<file path="src/rtl/spi_id_responder.sv">
module spi_id_responder #(
  parameter logic [7:0] MFR_ID   = 8'hC2,
  parameter logic [7:0] MEM_TYPE = 8'h20,
  parameter logic [7:0] DEV_ID   = 8'h16,
  parameter logic [7:0] SR1_INIT = 8'h00,
  parameter logic [7:0] SR2_INIT = 8'h02
) (
  input  logic       clk,
  input  logic       rst_n,
  input  logic       cs_n,
  input  logic       rx_valid,
  input  logic [7:0] rx_byte,
  output logic [7:0] tx_byte
);
  localparam logic [7:0] OP_JEDEC = 8'h9F;
  localparam logic [7:0] OP_SIG   = 8'hAB;
  localparam logic [7:0] OP_MDID  = 8'h90;
  localparam logic [7:0] OP_RSR1  = 8'h05;
  localparam logic [7:0] OP_RSR2  = 8'h35;
  localparam logic [7:0] OP_WSR   = 8'h01;
  localparam logic [7:0] OP_WEN   = 8'h06;
  localparam logic [2:0] POS_MAX  = 3'd7;

  logic [2:0] pos_q;
  logic [7:0] op_q, ord_q, pend1_q, pend2_q, sr2_q;
  logic [5:0] sr1_q;
  logic       wel_q;
  logic [7:0] resp;

  wire [7:0] op_w      = (pos_q == 3'd0) ? rx_byte : op_q;
  wire [7:0] ord_w     = (pos_q == 3'd3) ? rx_byte : ord_q;
  wire [3:0] nxt       = {1'b0, pos_q} + 4'd2;
  wire       dev_first = (ord_w == 8'h01);
  wire [7:0] sr1_view  = {sr1_q, wel_q, 1'b0};
  wire       commit    = cs_n && (pos_q >= 3'd2) && (op_q == OP_WSR) && wel_q;

  always_comb begin
    resp = 8'hFF;
    case (op_w)
      OP_JEDEC: begin
        if (nxt == 4'd2) resp = MFR_ID;
        else if (nxt == 4'd3) resp = MEM_TYPE;
        else if (nxt == 4'd4) resp = DEV_ID;
      end
      OP_SIG:  if (nxt == 4'd5) resp = DEV_ID;
      OP_MDID: begin
        if (nxt == 4'd5) resp = dev_first ? DEV_ID : MFR_ID;
        else if (nxt == 4'd6) resp = dev_first ? MFR_ID : DEV_ID;
      end
      OP_RSR1: resp = sr1_view;
      OP_RSR2: resp = sr2_q;
      default: resp = 8'hFF;
    endcase
  end

  always_ff @(posedge clk or negedge rst_n) begin
    if (!rst_n) begin
      pos_q   <= '0;
      op_q    <= '0;
      ord_q   <= '0;
      pend1_q <= '0;
      pend2_q <= '0;
      sr1_q   <= SR1_INIT[7:2];
      sr2_q   <= SR2_INIT;
      wel_q   <= 1'b0;
      tx_byte <= 8'hFF;
    end else if (cs_n) begin
      pos_q   <= '0;
      tx_byte <= 8'hFF;
      if (commit) begin
        sr1_q <= pend1_q[7:2];
        if (pos_q >= 3'd3) sr2_q <= pend2_q;
        wel_q <= 1'b0;
      end
    end else if (rx_valid) begin
      tx_byte <= resp;
      if (pos_q != POS_MAX) pos_q <= pos_q + 3'd1;
      if (pos_q == 3'd0) op_q <= rx_byte;
      if (pos_q == 3'd1) pend1_q <= rx_byte;
      if (pos_q == 3'd2) pend2_q <= rx_byte;
      if (pos_q == 3'd3) ord_q <= rx_byte;
      if (pos_q == 3'd0 && rx_byte == OP_WEN) wel_q <= 1'b1;
    end
  end
endmodule

</file>
<file path="config.mk">
export PLATFORM = sky130hd
export DESIGN_NAME = spi_id_responder
export DESIGN_NICKNAME = d
export VERILOG_FILES = /design/src/rtl/spi_id_responder.sv
export SDC_FILE = /design/constraint.sdc
export NUM_CORES = 1
export LEC_CHECK = 0
export ABC_AREA = 1
export ABC_CLOCK_PERIOD_IN_PS = 2100
export CAP_MARGIN = 15
export CORE_ASPECT_RATIO = 0.6
export CORE_MARGIN = 2
export CORE_UTILIZATION = 53
export CTS_CLUSTER_DIAMETER = 80
export DETAILED_ROUTE_END_ITERATION = 8
export PLACE_DENSITY = 0.81
export SETUP_SLACK_MARGIN = 0.15
export SYNTH_ARGS = -nofsm -noshare
export SYNTH_HDL_FRONTEND = slang
export SYNTH_SLANG_ARGS = --single-unit
</file>
<file path="constraint.sdc">
create_clock -name clk -period 2.1 [get_ports clk]
set_input_delay 0.63 -clock clk [delete_from_list [all_inputs] [get_ports clk]]
set_output_delay 0.63 -clock clk [all_outputs]
set_load 0.02 [all_outputs]
</file>
==> reports/metrics.csv <==
metric,value,unit
status,completed,
post-route-period-util,0.9746,
cp_top_family,simple AND/OR/NAND/NOR gates,
setup_viol,0,
drive_gt1_frac,0.3314,
combPwrFrac,0.375,
cts_hold_buf,0,
yosys.area.top_type_share,0.3460,
cts_buffers,5,
slew_headroom,0.6726,
die_y,66.04,microns
cts_htree_levels,2,
die_x,107.4,microns
syn_nets,466,
path_class,reg -> reg,
route.detailed.drc,0,
tightest_slew,0.4912,ns
grt_first_pass_wirelength,15380,microns
endpoint_kind,register,
power.density,712.3,nW/um^2
drv_cap,0,
synthesis.area,3400,sq um
seq_area,1413,sq um
vias,3281,
ir_worst_vdd,0.0004060,V
swShare,0.3805,
synthArstFlopShare,1.000,
crit_buf_inv,4,
synth.distinct_cells,33,
cts-root-buf,clkbuf_8,
crit_arrival,2.31,ns
cts_buffer_depth,2,
p_int,1.965,mW
finalMaxSlewViolations,0,
skew,0.01106,ns
period_minus_slack,2.047,ns
clock-sinks,56,
synthCells,445,
placement_rows,22,
n_fill_cell,460,
seqPwrFrac,0.428,
grt_pass1_vias,3023,
fin_util,0.7222,
cts_tree,yes,
synth-edff-count,0,
path_clk_slew,0.11,ns
first_iter_violations,386,
multi_input_area,1923,sq um
crit_path_max_fanout,8,
finalSetupTns,0,ns
num_antenna_cells,0,
area_growth,30.99,%
hold_viol,0,
finalWirelength,9908,microns
viasPerCell,5.441,
firstDrtPassIters,5,
max_freq,488.6,MHz
yosys.area.top_type,dfrtp_1,
clock_latency,0.32,ns
crit_chain,inv_2 -> ha_4 -> buf_12 -> buf_16 -> nand3_1 -> nand2_2 -> nand2_4 -> nor2_8 -> nand2_1 -> nand2_2 -> nor2_4 -> nand2_8 -> nand3_1 -> nand2_1 -> inv_1,
nNetsFinal,539,
core_area,6166,sq um
wl_per_cell,16.43,microns
io_pins,20,
grt-ovfl-total,0,
grt.total_usage,0.2842,
worstSetupPathDepth,15,
rsz0062_at_grt,yes,
yosysMostFrequentCell,nand2_1,
ys_seq_area_frac,0.4155,
gp_congestion,0.9066,
cp_slowest_cell,dfrtp_1,
slowest_delay,0.43,ns
crit_required,2.37,ns
pwr-share-clk,0.198,
synth.avg_cell_area,7.639,sq um
ys_seq_elements,56,
grt_max_degree,38,
p_leak,2.262,nW
numPortBuffers,19,
hold_path_class,in -> async,
r2r_cells,15,
initial_core_util,0.5513,
ys_top_cells_by_area,"dfrtp_1 35%, nand2_1 16%, dfstp_2 7.0%",
die_area,7092,sq um
antenna_found_initial,0,
p_switching,1.207,mW
dp_hpwl,6840,microns
synthTopCellsByCount,"148 x nand2_1, 47 x dfrtp_1, 46 x nand3_1",
yosys_warnings,0,
postRouteAntennaNets,0,
synth-main-ff-cell,dfrtp_1,
critical_path.startpoint_type,register,
## worst register-to-register path, stage by stage (launching register included)
cell and delay (ns):
dfrtp_1 0.43, inv_2 0.10, ha_4 0.18, buf_12 0.12
buf_16 0.12, nand3_1 0.12, nand2_2 0.15, nand2_4 0.10
nor2_8 0.17, nand2_1 0.10, nand2_2 0.10, nor2_4 0.05
nand2_8 0.09, nand3_1 0.09, nand2_1 0.07, inv_1 0.03
## repair_timing
item,CTS,global route
hold endpoints to repair,0,0
resized for setup,45,34
buffers inserted,12,5
cloned,2,1
pin swaps,20,33
setup endpoints to repair,16,15
## power groups by stage
stage	sequential [mW]	combinational [mW]	clock (mW)
after floorplan	1.34	0.615	0
after global placement	1.36	0.882	0
after detailed placement	1.37	0.910	0
after CTS	1.35	1.06	0.629
after global routing	1.37	1.29	0.672
final	1.36	1.19	0.627
## area by class of cell
class,instances,share of cell area
Clock buffer,5,0.01545
Timing Repair Buffer,75,0.1632
Inverter,50,0.04383
Multi-Input combinational cell,330,0.4319
Sequential cell,56,0.3172
Clock inverter,3,0.004777
Tap cell,84,0.02360
## kinds of logic (layout without fill, tap and decap cells)
group | count (synthesis) | after routing | share of synthesized area
compound gates | 38 | 38 | 0.06036
fa+ha+maj | 9 | 9 | 0.03313
buf+inv | 60 | 133 | 0.08097
flops | 56 | 56 | 0.4155
mux | 8 | 8 | 0.02650
simple gates | 274 | 275 | 0.3835
## layer usage
layer / wire length (microns) / global-route usage / vias to the layer above / part of all wire
li1: - / - / 1559 / -
met4: 89 / 0.05609 / 0 / 0.0090
met1: 4532 / 0.4232 / 1549 / 0.46
met3: 938 / 0.06305 / 15 / 0.095
met2: 4348 / 0.4272 / 158 / 0.44
met5: 0 / 0 / - / 0
## metrics by stage
step	cells	hold WS [ns]	instance area, sq um	total power [mW]	worst slack [ns]
2_1_floorplan	445	0.3344	3401	1.954	0.2249
3_3_place_gp	575	0.4688	3934	2.243	-0.2125
3_5_place_dp	575	0.4684	3934	2.282	-0.2942
4_1_cts	597	0.2669	4269	3.040	0.09702
5_1_grt	603	0.2956	4453	3.332	-0.05622
6_report	603	0.2456	4453	3.172	0.05343
## flip-flops by register name (all words and copies together), names as in the netlist
| signal | count |
|---|---|
| op_q | 8 |
| ord_q | 8 |
| pend2_q | 8 |
| sr2_q | 8 |
| tx_byte | 8 |
| pend1_q | 6 |
| sr1_q | 6 |
| pos_q | 3 |
| wel_q | 1 |
## layout by cell type, fill, tap and decap left out, types with 10 or more instances in the layout
| cell | count |
|---|---|
| buf_4 | 40 |
| dfrtp_1 | 47 |
| dlygate4sd2_1 | 10 |
| inv_1 | 38 |
| nand2_1 | 133 |
| nand2_2 | 26 |
| nand2_4 | 11 |
| nand3_1 | 37 |
| nand3_2 | 12 |
| nor2_1 | 28 |
| o21ai_0 | 28 |
## final timing paths
path                           from  slack [ns]         end
hold reg to reg            ord_q[1]        0.50    ord_q[1]
hold / removal                rst_n        0.25     op_q[1]
setup reg to reg           pos_q[1]        0.05  tx_byte[6]
max in group asynchronous     rst_n        1.22    sr2_q[1]
min in group clk           ord_q[1]        0.50    ord_q[1]
setup / recovery           pos_q[1]        0.05  tx_byte[6]
No activity file was read; power rests on OpenSTA's default activity.
